File: config.mk
export PLATFORM = sky130hd
export DESIGN_NAME = sba_master
export DESIGN_NICKNAME = d
export VERILOG_FILES = /design/src/rtl/sba_pkg.sv /design/src/rtl/sba_engine.sv /design/src/rtl/sba_ctrl_regs.sv /design/src/rtl/sba_addr_data.sv /design/src/rtl/sba_master.sv
export SDC_FILE = /design/constraint.sdc
export NUM_CORES = 1
export LEC_CHECK = 0
export ABC_AREA = 1
export BUFFER_PORTS_ARGS = -buffer_cell sky130_fd_sc_hd__buf_4
export CAP_MARGIN = 20
export CORE_MARGIN = 3
export CORE_UTILIZATION = 50
export CTS_BUF_LIST = sky130_fd_sc_hd__clkbuf_16
export DETAILED_ROUTE_END_ITERATION = 12
export PLACE_DENSITY = 0.8
export SLEW_MARGIN = 20
export SYNTH_ARGS = -nofsm -noshare
export SYNTH_HDL_FRONTEND = slang
export SYNTH_SLANG_ARGS = --single-unit
File: constraint.sdc
create_clock -name clk -period 5.61 [get_ports clk]
set_clock_uncertainty 0.1 [all_clocks]
set_input_delay 1.122 -clock clk [delete_from_list [all_inputs] [get_ports clk]]
set_output_delay 1.122 -clock clk [all_outputs]
set_load 0.03 [all_outputs]
File: src/rtl/sba_pkg.sv
package sba_pkg;
  localparam int REG_W = 32;

  typedef enum logic [2:0] {
    SEL_CTRL    = 3'd0,
    SEL_ADDR_LO = 3'd1,
    SEL_ADDR_HI = 3'd2,
    SEL_DATA_LO = 3'd3,
    SEL_DATA_HI = 3'd4
  } sba_sel_e;

  typedef enum logic [1:0] {
    ST_IDLE = 2'd0,
    ST_REQ  = 2'd1,
    ST_WAIT = 2'd2
  } sba_state_e;

  localparam logic [2:0] ERR_BUS  = 3'b001;
  localparam logic [2:0] ERR_SIZE = 3'b010;
  localparam logic [2:0] WIDTH_RST = 3'd2;
endpackage

File: src/rtl/sba_engine.sv
module sba_engine
  import sba_pkg::*;
(
  input  logic clk,
  input  logic rst,
  input  logic start,
  input  logic start_we,
  input  logic mem_req_ready,
  input  logic mem_rsp_valid,
  output logic busy,
  output logic req_valid,
  output logic req_we,
  output logic done
);
  sba_state_e state_q;
  logic       we_q;

  always_ff @(posedge clk) begin
    if (rst) begin
      state_q <= ST_IDLE;
      we_q    <= 1'b0;
    end else begin
      case (state_q)
        ST_IDLE: if (start) begin
          state_q <= ST_REQ;
          we_q    <= start_we;
        end
        ST_REQ:  if (mem_req_ready) state_q <= ST_WAIT;
        ST_WAIT: if (mem_rsp_valid) state_q <= ST_IDLE;
        default: state_q <= ST_IDLE;
      endcase
    end
  end

  assign busy      = (state_q != ST_IDLE);
  assign req_valid = (state_q == ST_REQ);
  assign req_we    = we_q;
  assign done      = (state_q == ST_WAIT) && mem_rsp_valid;
endmodule

File: src/rtl/sba_ctrl_regs.sv
module sba_ctrl_regs
  import sba_pkg::*;
(
  input  logic       clk,
  input  logic       rst,
  input  logic       ctrl_wr,
  input  logic [8:0] ctrl_wdata,   // control word bits 9:1
  input  logic       busy,
  input  logic       set_busy_err,
  input  logic [2:0] set_bus_err,
  output logic       busy_err,
  output logic [2:0] bus_err,
  output logic [2:0] cfg_width,
  output logic       cfg_autoinc,
  output logic       cfg_rd_on_addr
);
  logic       clr_busy;
  logic [2:0] clr_bus;

  assign clr_busy = ctrl_wr & ctrl_wdata[0];
  assign clr_bus  = ctrl_wr ? ctrl_wdata[3:1] : 3'b000;

  always_ff @(posedge clk) begin
    if (rst) begin
      busy_err       <= 1'b0;
      bus_err        <= 3'b000;
      cfg_width      <= WIDTH_RST;
      cfg_autoinc    <= 1'b0;
      cfg_rd_on_addr <= 1'b0;
    end else begin
      // a new error in the same cycle as a clear wins
      busy_err <= (busy_err & ~clr_busy) | set_busy_err;
      bus_err  <= (bus_err & ~clr_bus) | set_bus_err;
      if (ctrl_wr && !busy) begin
        cfg_width      <= ctrl_wdata[6:4];
        cfg_autoinc    <= ctrl_wdata[7];
        cfg_rd_on_addr <= ctrl_wdata[8];
      end
    end
  end
endmodule

File: src/rtl/sba_addr_data.sv
module sba_addr_data
  import sba_pkg::*;
#(
  parameter int AW = 64,
  parameter int DW = 64
) (
  input  logic          clk,
  input  logic          rst,
  input  logic          wr_addr_lo,
  input  logic          wr_addr_hi,
  input  logic          wr_data_lo,
  input  logic          wr_data_hi,
  input  logic [31:0]   wdata,
  input  logic          incr,
  input  logic [2:0]    width,
  input  logic          load_rd,
  input  logic [DW-1:0] rd_data,
  output logic [AW-1:0] addr,
  output logic [DW-1:0] data,
  output logic [31:0]   data_hi_word
);
  localparam int AHW = AW - REG_W;

  logic [AW-1:0] addr_q;
  logic [AW-1:0] step;
  logic [31:0]   data_lo_q;

  assign step = AW'(1) << width;

  always_ff @(posedge clk) begin
    if (rst) begin
      addr_q <= '0;
    end else if (wr_addr_lo) begin
      addr_q[31:0] <= wdata;
    end else if (wr_addr_hi) begin
      addr_q[AW-1:32] <= wdata[AHW-1:0];
    end else if (incr) begin
      addr_q <= addr_q + step;
    end
  end

  always_ff @(posedge clk) begin
    if (rst)             data_lo_q <= '0;
    else if (wr_data_lo) data_lo_q <= wdata;
    else if (load_rd)    data_lo_q <= rd_data[31:0];
  end

  generate
    if (DW > REG_W) begin : g_hi
      localparam int DHW = DW - REG_W;
      logic [DHW-1:0] data_hi_q;
      always_ff @(posedge clk) begin
        if (rst)             data_hi_q <= '0;
        else if (wr_data_hi) data_hi_q <= wdata[DHW-1:0];
        else if (load_rd)    data_hi_q <= rd_data[DW-1:32];
      end
      assign data         = {data_hi_q, data_lo_q};
      assign data_hi_word = 32'(data_hi_q);
    end else begin : g_no_hi
      assign data         = data_lo_q;
      assign data_hi_word = '0;
    end
  endgenerate

  assign addr = addr_q;
endmodule

File: src/rtl/sba_master.sv
module sba_master
  import sba_pkg::*;
#(
  parameter int AW = 64,
  parameter int DW = 64
) (
  input  logic          clk,
  input  logic          rst,
  input  logic          dbg_valid,
  input  logic          dbg_write,
  input  logic [2:0]    dbg_sel,
  input  logic [31:0]   dbg_wdata,
  output logic [31:0]   dbg_rdata,
  output logic          mem_req_valid,
  input  logic          mem_req_ready,
  output logic          mem_we,
  output logic [AW-1:0] mem_addr,
  output logic [2:0]    mem_size,
  output logic [DW-1:0] mem_wdata,
  input  logic          mem_rsp_valid,
  input  logic          mem_rsp_err,
  input  logic [DW-1:0] mem_rsp_data
);
  localparam logic [2:0] MAX_WIDTH = 3'($clog2(DW / 8));
  localparam logic [6:0] AW_CODE   = 7'(AW);

  logic       wr, hit_ctrl, hit_alo, hit_ahi, hit_dlo, hit_dhi;
  logic       busy, busy_err, done;
  logic [2:0] bus_err, cfg_width;
  logic       cfg_autoinc, cfg_rd_on_addr;
  logic       want_wr, want_rd, want, errs_clear, size_ok, start;
  logic       set_busy_err;
  logic [2:0] set_bus_err;
  logic       incr, load_rd;
  logic [3:0] cap;
  logic [31:0] ctrl_word, data_hi_word;
  logic [AW-1:0] addr;
  logic [DW-1:0] data;

  // register write decode
  assign wr       = dbg_valid & dbg_write;
  assign hit_ctrl = wr & (dbg_sel == SEL_CTRL);
  assign hit_alo  = wr & (dbg_sel == SEL_ADDR_LO);
  assign hit_ahi  = wr & (dbg_sel == SEL_ADDR_HI);
  assign hit_dlo  = wr & (dbg_sel == SEL_DATA_LO);
  assign hit_dhi  = wr & (dbg_sel == SEL_DATA_HI);

  assign set_busy_err = busy & (hit_alo | hit_ahi | hit_dlo | hit_dhi);

  // start decision
  assign want_wr    = hit_dlo & ~busy;
  assign want_rd    = hit_alo & ~busy & cfg_rd_on_addr;
  assign want       = want_wr | want_rd;
  assign errs_clear = ~busy_err & (bus_err == 3'b000);
  assign size_ok    = (cfg_width <= MAX_WIDTH);
  assign start      = want & errs_clear & size_ok;

  assign incr    = done & ~mem_rsp_err & cfg_autoinc;
  assign load_rd = done & ~mem_rsp_err & ~mem_we;

  always_comb begin
    set_bus_err = 3'b000;
    if (done && mem_rsp_err)                set_bus_err = set_bus_err | ERR_BUS;
    if (want && errs_clear && !size_ok)     set_bus_err = set_bus_err | ERR_SIZE;
  end

  sba_engine u_engine (
    .clk          (clk),
    .rst          (rst),
    .start        (start),
    .start_we     (want_wr),
    .mem_req_ready(mem_req_ready),
    .mem_rsp_valid(mem_rsp_valid),
    .busy         (busy),
    .req_valid    (mem_req_valid),
    .req_we       (mem_we),
    .done         (done)
  );

  sba_ctrl_regs u_ctrl (
    .clk           (clk),
    .rst           (rst),
    .ctrl_wr       (hit_ctrl),
    .ctrl_wdata    (dbg_wdata[9:1]),
    .busy          (busy),
    .set_busy_err  (set_busy_err),
    .set_bus_err   (set_bus_err),
    .busy_err      (busy_err),
    .bus_err       (bus_err),
    .cfg_width     (cfg_width),
    .cfg_autoinc   (cfg_autoinc),
    .cfg_rd_on_addr(cfg_rd_on_addr)
  );

  sba_addr_data #(.AW(AW), .DW(DW)) u_regs (
    .clk         (clk),
    .rst         (rst),
    .wr_addr_lo  (hit_alo & ~busy),
    .wr_addr_hi  (hit_ahi & ~busy),
    .wr_data_lo  (hit_dlo & ~busy),
    .wr_data_hi  (hit_dhi & ~busy),
    .wdata       (dbg_wdata),
    .incr        (incr),
    .width       (cfg_width),
    .load_rd     (load_rd),
    .rd_data     (mem_rsp_data),
    .addr        (addr),
    .data        (data),
    .data_hi_word(data_hi_word)
  );

  // size capability: one bit per access size that fits the data width
  generate
    for (genvar k = 0; k < 4; k++) begin : g_cap
      assign cap[k] = ((8 << k) <= DW);
    end
  endgenerate

  always_comb begin
    ctrl_word        = '0;
    ctrl_word[0]     = busy;
    ctrl_word[1]     = busy_err;
    ctrl_word[4:2]   = bus_err;
    ctrl_word[7:5]   = cfg_width;
    ctrl_word[8]     = cfg_autoinc;
    ctrl_word[9]     = cfg_rd_on_addr;
    ctrl_word[15:12] = cap;
    ctrl_word[22:16] = AW_CODE;
  end

  always_ff @(posedge clk) begin
    if (rst) begin
      dbg_rdata <= '0;
    end else if (dbg_valid && !dbg_write) begin
      case (dbg_sel)
        SEL_CTRL:    dbg_rdata <= ctrl_word;
        SEL_ADDR_LO: dbg_rdata <= addr[31:0];
        SEL_ADDR_HI: dbg_rdata <= 32'(addr[AW-1:32]);
        SEL_DATA_LO: dbg_rdata <= data[31:0];
        SEL_DATA_HI: dbg_rdata <= data_hi_word;
        default:     dbg_rdata <= '0;
      endcase
    end
  end

  assign mem_addr  = addr;
  assign mem_wdata = data;
  assign mem_size  = cfg_width;
endmodule

==> metrics.md, run 1 <==
| Metric | Value |
|---|---|
| PortBufs | 270 |
| Hold/Removal Path Class | reg2reg |
| CTS H-tree depth | 4 |
| Mean routed wirelength per cell | 22.7 um |
| RSZ-0062 raised after global routing | no |
| Worst slew margin | 22.4% |
| Layout cells sized above 1 | 21.8% |
| Min Tclk post-route | 3270 ps |
| CTS buffer count | 17 |
| IO Pins | 271 |
| Post-synth EDFFs | 0 |
| CTS Sinks | 172 |
| Area grow syn2layout | 26.2% |
| Pwr/cell area | 210 nW/um^2 |
| Cell family with most CP delay | simple AND/OR/NAND/NOR gates |
| R2R cell count | 16 |
| CTS tree | done |
| Synth top cells by count | nand2_1 (384), dfxtp_1 (172), nor2_1 (143), inv_1 (127), a21oi_1 (109) |
| Fmax | 0.306 GHz |
| Final WS setup | 2340 ps |
| Final Cell Area | 13,200 sq um |
| Pin count of the biggest net entering global routing | 96 |
| Non-Filler Instances | 2,070 |
| HP Start | u_ctrl.bus_err[2]$_SDFF_PP0_ |
| Leakage power | 5.51 nW |
| Fin crit share | 58.2% |
| Critical path data required time | 5880 ps |
| Post-DR vias/cell | 6.18 |
| Final core utilization | 64.6% |
| Path length in cells of the critical path | 7 |
| Vias | 12.8k |
| Final setup fails | 0 |
| Post_cts resized | 0 |
| Largest stage delay, worst path | 980 ps |
| Nets | 1,900 |
| Most common cell in the netlist | nand2_1 |
| Setup crit start kind | input port |
| YS warnings | 0 |
| Area of the core | 20,400 sq um |
| Inst Count DP | 2,036 |
| Residual DRC | 0 |
| 1st-pass router iterations | 6 |
| Starting density of the core | 51.2% |
| DP Area | 12,500 sq um |
| Max Slew Vio Count | 0 |
| CP max stage cell | inv_1 |
| Num rows | 52 |
| Cell taking the most area after synthesis | dfxtp_1 |
| Total gr overflow | 0 |
| Worst slack, placed | 1830 ps |
| Clk slew on worst S/H paths | 80 ps |
| First-pass GRT wire length | 69.5 mm |
| CP Data Arrival Time | 3540 ps |
| Area contributors post-synth | dfxtp_1 (33%), nand2_1 (14%), a21oi_1 (5.2%), nor2_1 (5.1%), nand3_1 (4.8%) |
| DRT Wirelength | 46.9 mm |
| Top Metal Used | met5 |
| Library cells used by synthesis | 57 |
| Die width | 150 um |
| Hold endpoint | u_ctrl.bus_err[2]$_SDFF_PP0_ |
| Synth Cell Area | 10,400 sq um |
| Die Y | 150 um |
| Die area | 22,600 sq um |
| RR Startpoint | u_ctrl.cfg_width[0]$_SDFFE_PP0P_ |
| Total track usage | 40.3% |
| Vias in the first global route | 11.7k |
| Register area share after synthesis | 33.0% |
| Async SR Flop Fraction | 0% |
| Maximum vdd ir drop | 0.000150 V |
| Syn Area/Cell | 6.65 sq um |
| Post-CTS setup buffer count | 0 |
| Final hold vios | 0 |
| Worst-Margin Slew | 1160 ps |
| R2R setup slack | 2390 ps |
| Crit path cell chain | buf_4 -> nand2_1 -> nor3_1 -> nand2_1 -> inv_1 -> nand2_1 -> a21oi_1 |
| Clk_lat worst skew | 440 ps |
| Reg2reg end | u_regs.addr[60]$_SDFFE_PP0P_ |
| CP Class | in2reg |
| Initial antenna violation count | 2 |
| Max-cap violations | 0 |
| Longest Clk Path Bufs | 2 |
| Root buffer cell | clkbuf_16 |
| Synthesized netlist cell count | 1,567 |
| Yosys reg bits | 172 |
| Synth top area share | 33.0% |
| Worst Hold Path Cells | 2 |
| Bufs and invs on worst path | 2 |
| Synth Net Count | 1,681 |
| Ys flop type | dfxtp_1 |
| Antenna viol nets, final | 0 |
| DRT iter0 DRCs | 1,706 |
| M1 WL | 18.8 mm |
| Fin Setup TNS | 0 ps |
| Outcome | completed |
| CP most frequent cell | nand2_1 |
| Setup crit end kind | register |
| Routed wl met3 | 5.73 mm |
| DP HPWL | 35.1 mm |
| Hold buffers post-CTS | 0 |
| Worst Path Max Fanout | 32 |
| Routability-driven placement congestion ratio | 1.02 |
| Met2 Wirelength | 20.8 mm |
[area by class of cell]
| class | count | area, sq um |
|---|---|---|
| Sequential cell | 172 | 3440 |
| Fill cell | 1894 | 7210 |
| Multi-Input combinational cell | 1174 | 6110 |
| Clock buffer | 17 | 425 |
| Clock inverter | 15 | 186 |
| Timing Repair Buffer | 282 | 2130 |
| Inverter | 139 | 527 |
| Antenna cell | 1 | 2.50 |
| Tap cell | 270 | 338 |
[worst max path at each step]
| stage | slack, ps | to | startpoint |
|---|---|---|---|
| global route | 2210 | u_regs.addr[60]$_SDFFE_PP0P_ | u_ctrl.cfg_width[0]$_SDFFE_PP0P_ |
| finish | 2340 | u_regs.data_hi_word[0]$_SDFFE_PP0P_ | dbg_valid |
| CTS | 2290 | u_regs.data_hi_word[1]$_SDFFE_PP0P_ | dbg_write |
| global placement | 1950 | u_regs.data_hi_word[4]$_SDFFE_PP0P_ | dbg_valid |
| detailed placement | 1830 | u_regs.data_hi_word[0]$_SDFFE_PP0P_ | dbg_write |
| floorplan | 3030 | u_regs.addr[26]$_SDFFE_PP0P_ | u_ctrl.cfg_width[0]$_SDFFE_PP0P_ |
[tightest hold or removal path, stage by stage (launching register included)]
cell      delay [ps]
dfxtp_1          320
inv_1             70
a211oi_1          50
[flip-flops by register name, summed over array words and instances, names as in the netlist]
register               cells
u_regs.addr               64
u_ctrl.busy_err            1
u_engine.req_we            1
u_regs.data_lo_q          32
u_engine.state_q           2
u_ctrl.cfg_autoinc         1
u_ctrl.cfg_width           3
u_ctrl.bus_err             3
u_regs.data_hi_word       32
u_ctrl.cfg_rd_on_addr      1
dbg_rdata                 32
[where the power goes]
part           leakage, nW  switching [mW]  internal (mW)  total [mW]
registers             1.39          0.0218           1.24        1.26
clock network        0.290           0.624          0.609        1.23
logic                 3.83           0.175         0.0958       0.271
total                 5.51           0.821           1.94        2.76
[logic make-up (layout without fill, tap and decap cells)]
| kind of cell | after synthesis | in the layout | synth area share, % |
|---|---|---|---|
| AOI/OAI and AO/OA | 350 | 350 | 21.0 |
| other | 0 | 1 | 0 |
| buffers and inverters | 221 | 453 | 8.52 |
| xor gates and xnor gates | 23 | 23 | 1.93 |
| and+or+nand+nor | 793 | 793 | 34.5 |
| DFF | 172 | 172 | 33.0 |
| adders and majority gates | 8 | 8 | 1.03 |
[placed cells by master (no fill, tap or decap), types with 6 or more instances in the layout]
cell type    n
or2_2        8
a22o_1      16
nor2_2      10
nand2_1    382
o21bai_1     7
nor3_1      78
clkbuf_16   17
dfxtp_1    172
o211ai_1    11
a31oi_1     17
o2111ai_1    8
o21ai_0     95
a221oi_1     6
ha_1         7
a21oi_1    109
nand4_1     24
o221ai_1    48
inv_1      125
o22ai_1     15
buf_4      280
inv_2       10
nand2_2     13
xor2_1      20
nor2_1     142
nand3_1     99
[per-layer routing]
layer,GRT usage (%),up-vias
met4,13.3,4
met3,9.33,123
met1,55.7,5959
met2,62.1,911
li1,-,5788
met5,0,-
[metrics by stage]
stage                     power [mW]  hold slack (ps)
after global routing            2.83              393
after global placement          1.55              352
after floorplan                 1.40              338
after detailed placement        1.55              353
after CTS                       2.75              365
final                           2.76              369
(Power assumes the default switching activity.)
==> run 2, diff against run 1 <==
==> constraint.sdc (replaced) <==
create_clock -name clk -period 3.42 [get_ports clk]
set_clock_uncertainty 0.1 [all_clocks]
set_input_delay 0.684 -clock clk [delete_from_list [all_inputs] [get_ports clk]]
set_output_delay 0.684 -clock clk [all_outputs]
set_load 0.03 [all_outputs]
==> metrics.md, run 2 (same netlist as run 1, synthesis figures left out) <==
| Metric | Value |
|---|---|
| IO Pins | 271 |
| DP Area | 12,700 sq um |
| Final WS setup | 338 ps |
| Leakage power | 5.59 nW |
| Maximum vdd ir drop | 0.000318 V |
| Die area | 22,600 sq um |
| Max FFs per register | 64 |
| RSZ-0062 raised after global routing | no |
| Filler cells | 1,926 |
| Commonest non-fill, non-tap cell in the layout | nand2_1 |
| Routability-driven placement congestion ratio | 1.01 |
| Residual DRC | 0 |
| First-pass GRT wire length | 69.5 mm |
| Area of the core | 20,400 sq um |
| DRT iter0 DRCs | 1,801 |
| Fin crit share | 90.1% |
| Inst Count DP | 2,051 |
| Total track usage | 40.4% |
| CP Data Arrival Time | 3360 ps |
| Vias | 12.9k |
| Hold/Removal Path Class | in2reg |
| Min Tclk post-route | 3080 ps |
| 1st-pass router iterations | 8 |
| Pwr/cell area | 341 nW/um^2 |
| Non-Filler Instances | 2,084 |
| DP HPWL | 35.7 mm |
| CP Class | reg2reg |
| Power, Total | 4.52 mW |
| Longest Clk Path Bufs | 2 |
| Final hold vios | 0 |
| Worst slew margin | 47.5% |
| Met2 usage | 60.9% |
| Gr busiest metal | met2 |
| Clk slew on worst S/H paths | 80 ps |
| Total gr overflow | 0 |
| Outcome | completed |
| Die Y | 150 um |
| Die width | 150 um |
| Layout cells sized above 1 | 22.3% |
| CTS H-tree depth | 4 |
| Max-cap violations | 0 |
| Starting density of the core | 51.2% |
| CTS Sinks | 172 |
| Num rows | 52 |
| Met3 usage | 8.94% |
| CTS tree | done |
| Final setup fails | 0 |
| Area grow syn2layout | 27.2% |
| Mean routed wirelength per cell | 22.6 um |
| Worst Path Max Fanout | 9 |
| Post_cts resized | 0 |
| Setup crit end kind | register |
| Clk_lat worst skew | 450 ps |
| Max Slew Vio Count | 0 |
| Post-CTS setup buffer count | 0 |
| Commonest non-fill, non-tap cells in the layout | nand2_1 (383), buf_4 (294), dfxtp_1 (172) |
| PortBufs | 270 |
| Final Cell Area | 13,300 sq um |
| Met1 GRT Util | 56.9% |
| Post-DR vias/cell | 6.18 |
| Initial antenna violation count | 0 |
| Setup crit start kind | register |
| DRT Wirelength | 47.1 mm |
| Vias in the first global route | 11.5k |
| Root buffer cell | clkbuf_16 |
| Critical path data required time | 3700 ps |
| Nets | 1,914 |
| Pin count of the biggest net entering global routing | 63 |
| Worst-Margin Slew | 781 ps |
| CTS buffer count | 17 |
| Antenna viol nets, final | 0 |
| Fmax | 0.324 GHz |
| Worst slack, placed | 435 ps |
| Hold buffers post-CTS | 0 |
| Fin Setup TNS | 0 ps |
-- run 2: cell count changes in the layout (fill, tap and decap cells not counted), sizes merged --
cell      before  now
buf          282  296
clkinvlp       2    1
inv          144  145
-- run 2: path summary, 6_finish.rpt --
check / startpoint / endpoint / slack, ps / cells past startpoint
worst min register to register: dbg_rdata[21]$_SDFFE_PP0P_ / dbg_rdata[21]$_SDFFE_PP0P_ / 370 / 2
worst max-delay path: u_ctrl.cfg_width[0]$_SDFFE_PP0P_ / u_regs.addr[57]$_SDFFE_PP0P_ / 340 / 13
worst min-delay path: mem_rsp_data[36] / u_regs.data_hi_word[4]$_SDFFE_PP0P_ / 350 / 3
worst max register to register: u_ctrl.cfg_width[0]$_SDFFE_PP0P_ / u_regs.addr[57]$_SDFFE_PP0P_ / 340 / 13
-- run 2: report_power, final --
| part | internal, mW | switching, mW | total, mW | leakage (nW) |
|---|---|---|---|---|
| Clock | 0.985 | 1.02 | 2.01 | 0.291 |
| Sequential | 2.03 | 0.0351 | 2.06 | 1.39 |
| Combinational | 0.163 | 0.287 | 0.450 | 3.91 |
-- run 2: final cells by class --
cell class | count | area (sq um) | share of cell area [%]
Multi-Input combinational cell | 1174 | 6100 | 46.0
Timing Repair Buffer | 296 | 2250 | 16.9
Inverter | 139 | 524 | 3.95
Antenna cell | 1 | 2.50 | 0.0189
Clock buffer | 17 | 425 | 3.21
Sequential cell | 172 | 3440 | 26.0
Clock inverter | 15 | 173 | 1.30
Tap cell | 270 | 338 | 2.55
-- run 2: stage by stage --
stage | hold slack [ps] | utilization [%]
finish | 353 | 65.1
global route | 363 | 65.1
CTS | 355 | 65.1
detailed placement | 359 | 62.2
global placement | 355 | 62.2
floorplan | 338 | -
-- run 2: metal layers --
layer	wire [um]	vias to the layer above
met5	0	-
met4	1780	0
met3	6140	126
met2	20600	941
met1	18600	5996
li1	-	5818
-- run 2: critical path, stage by stage, from the launching register on --
cell     delay [ps]
dfxtp_1         570
inv_1           180
nor3_1          430
ha_1            240
nand2_1          60
nand3_1         160
nand4_2         130
nand2_2         160
nand2_1         100
a21oi_1         440
nand3_1         160
nand3_1         120
nand2_1          50
a21oi_1         130
==> run 3, diff against run 2 <==
--- a/config.mk
+++ b/config.mk
@@ -9,10 +9,10 @@
 export BUFFER_PORTS_ARGS = -buffer_cell sky130_fd_sc_hd__buf_4
 export CAP_MARGIN = 20
 export CORE_MARGIN = 3
-export CORE_UTILIZATION = 50
+export CORE_UTILIZATION = 54
 export CTS_BUF_LIST = sky130_fd_sc_hd__clkbuf_16
 export DETAILED_ROUTE_END_ITERATION = 12
-export PLACE_DENSITY = 0.8
+export PLACE_DENSITY = 0.85
 export SLEW_MARGIN = 20
 export SYNTH_ARGS = -nofsm -noshare
 export SYNTH_HDL_FRONTEND = slang
==> metrics.md, run 3 (same netlist as run 1, synthesis figures left out) <==
| Metric | Value |
|---|---|
| Antenna viol nets, final | 0 |
| Post-DR vias/cell | 6.32 |
| Pin count of the biggest net entering global routing | 65 |
| Fin crit share | 86.2% |
| Die area | 21,000 sq um |
| Starting density of the core | 55.4% |
| CTS Sinks | 172 |
| Leakage power | 5.60 nW |
| DRT iter0 DRCs | 1,884 |
| Die Y | 145 um |
| Mean routed wirelength per cell | 22.8 um |
| Nets | 1,916 |
| Inst Count DP | 2,043 |
| Num rows | 50 |
| Outcome | completed |
| Worst slew margin | 47.5% |
| Routability-driven placement congestion ratio | 1.06 |
| Max FFs per register | 64 |
| Worst slack, placed | 495 ps |
| Clk_lat worst skew | 440 ps |
| DRT Wirelength | 47.3 mm |
| Total gr overflow | 0 |
| CTS tree | done |
| Post_cts resized | 0 |
| First-pass GRT wire length | 69.9 mm |
| IO Pins | 271 |
| Area of the core | 18,800 sq um |
| Fmax | 0.339 GHz |
| DP Area | 12,700 sq um |
| Commonest non-fill, non-tap cell in the layout | nand2_1 |
| Layout cells sized above 1 | 22.4% |
| Max-cap violations | 0 |
| Final core utilization | 70.4% |
| Final hold vios | 0 |
| Critical path data required time | 3630 ps |
| CTS H-tree depth | 4 |
| N_diodes | 0 |
| Vias in the first global route | 11.9k |
| Hold buffers post-CTS | 0 |
| Pwr/cell area | 341 nW/um^2 |
| Fin Setup TNS | 0 ps |
| Area grow syn2layout | 27.2% |
| Root buffer cell | clkbuf_16 |
| Initial antenna violation count | 1 |
| Commonest non-fill, non-tap cells in the layout | nand2_1 (383), buf_4 (296), dfxtp_1 (172) |
| DP HPWL | 35.7 mm |
| Total track usage | 42.2% |
| Die width | 145 um |
| Hold slack | 364 ps |
| CP Data Arrival Time | 3160 ps |
| Power, Total | 4.52 mW |
| R2R setup slack | 470 ps |
| Min Tclk post-route | 2950 ps |
| Worst Path Max Fanout | 13 |
| Final Cell Area | 13,300 sq um |
| Non-Filler Instances | 2,075 |
| PortBufs | 270 |
| Worst-Margin Slew | 787 ps |
| Vias | 13.1k |
| Hold/Removal Path Class | in2reg |
| Final WS setup | 472 ps |
| Final setup fails | 0 |
| Maximum vdd ir drop | 0.000309 V |
| CP Class | reg2reg |
| CTS buffer count | 17 |
| Residual DRC | 0 |
| Setup crit end kind | register |
| Clk slew on worst S/H paths | 80 ps |
| Setup crit start kind | register |
| Post-CTS setup buffer count | 0 |
| RSZ-0062 raised after global routing | no |
| Max Slew Vio Count | 0 |
| Longest Clk Path Bufs | 2 |
| 1st-pass router iterations | 6 |
## run 3: layout make-up
cell class / count / area (sq um)
multi-input cells: 1174 / 6100
fillers: 1623 / 5570
flip-flops and latches: 172 / 3440
repair buffers: 298 / 2260
inverters: 139 / 524
clock buffers: 17 / 425
well taps: 260 / 325
clock inverters: 15 / 176
## run 3: power breakdown
group	internal, mW	total (mW)	switching [mW]
combinational	0.163	0.450	0.287
sequential	2.03	2.06	0.0346
clock	0.992	2.00	1.01
## run 3: critical path: stages, from the launching register on
cell     delay [ps]
dfxtp_1         560
inv_1           160
nor3_1          360
fa_1            270
nand2_1          70
nand2_1          80
nand2_2          70
nand2_4          90
nand2_4          60
nand2_4         180
nand4_2         250
inv_1           190
nand2_1          70
nand2_1          80
nand3_1          70
nand3_1         110
a21oi_1          60
## run 3: path summary, 6_finish.rpt
| check | startpoint | end | cells after the start |
|---|---|---|---|
| hold / removal | mem_rsp_data[23] | u_regs.data_lo_q[23]$_SDFFE_PP0P_ | 3 |
| setup / recovery | u_ctrl.cfg_width[0]$_SDFFE_PP0P_ | u_regs.addr[42]$_SDFFE_PP0P_ | 16 |
| hold reg to reg | dbg_rdata[27]$_SDFFE_PP0P_ | dbg_rdata[27]$_SDFFE_PP0P_ | 2 |
| setup reg to reg | u_ctrl.cfg_width[0]$_SDFFE_PP0P_ | u_regs.addr[42]$_SDFFE_PP0P_ | 16 |
## run 3: layer usage
layer / wire length (um) / GRT usage (%) / share of wire (%) / vias to the layer above
li1: - / - / - / 5829
met1: 17300 / 55.8 / 37 / 6011
met2: 21100 / 67.1 / 45 / 1090
met3: 6600 / 9.81 / 14 / 176
met4: 2160 / 16.9 / 4.6 / 2
met5: 13 / 0 / 0.028 / -
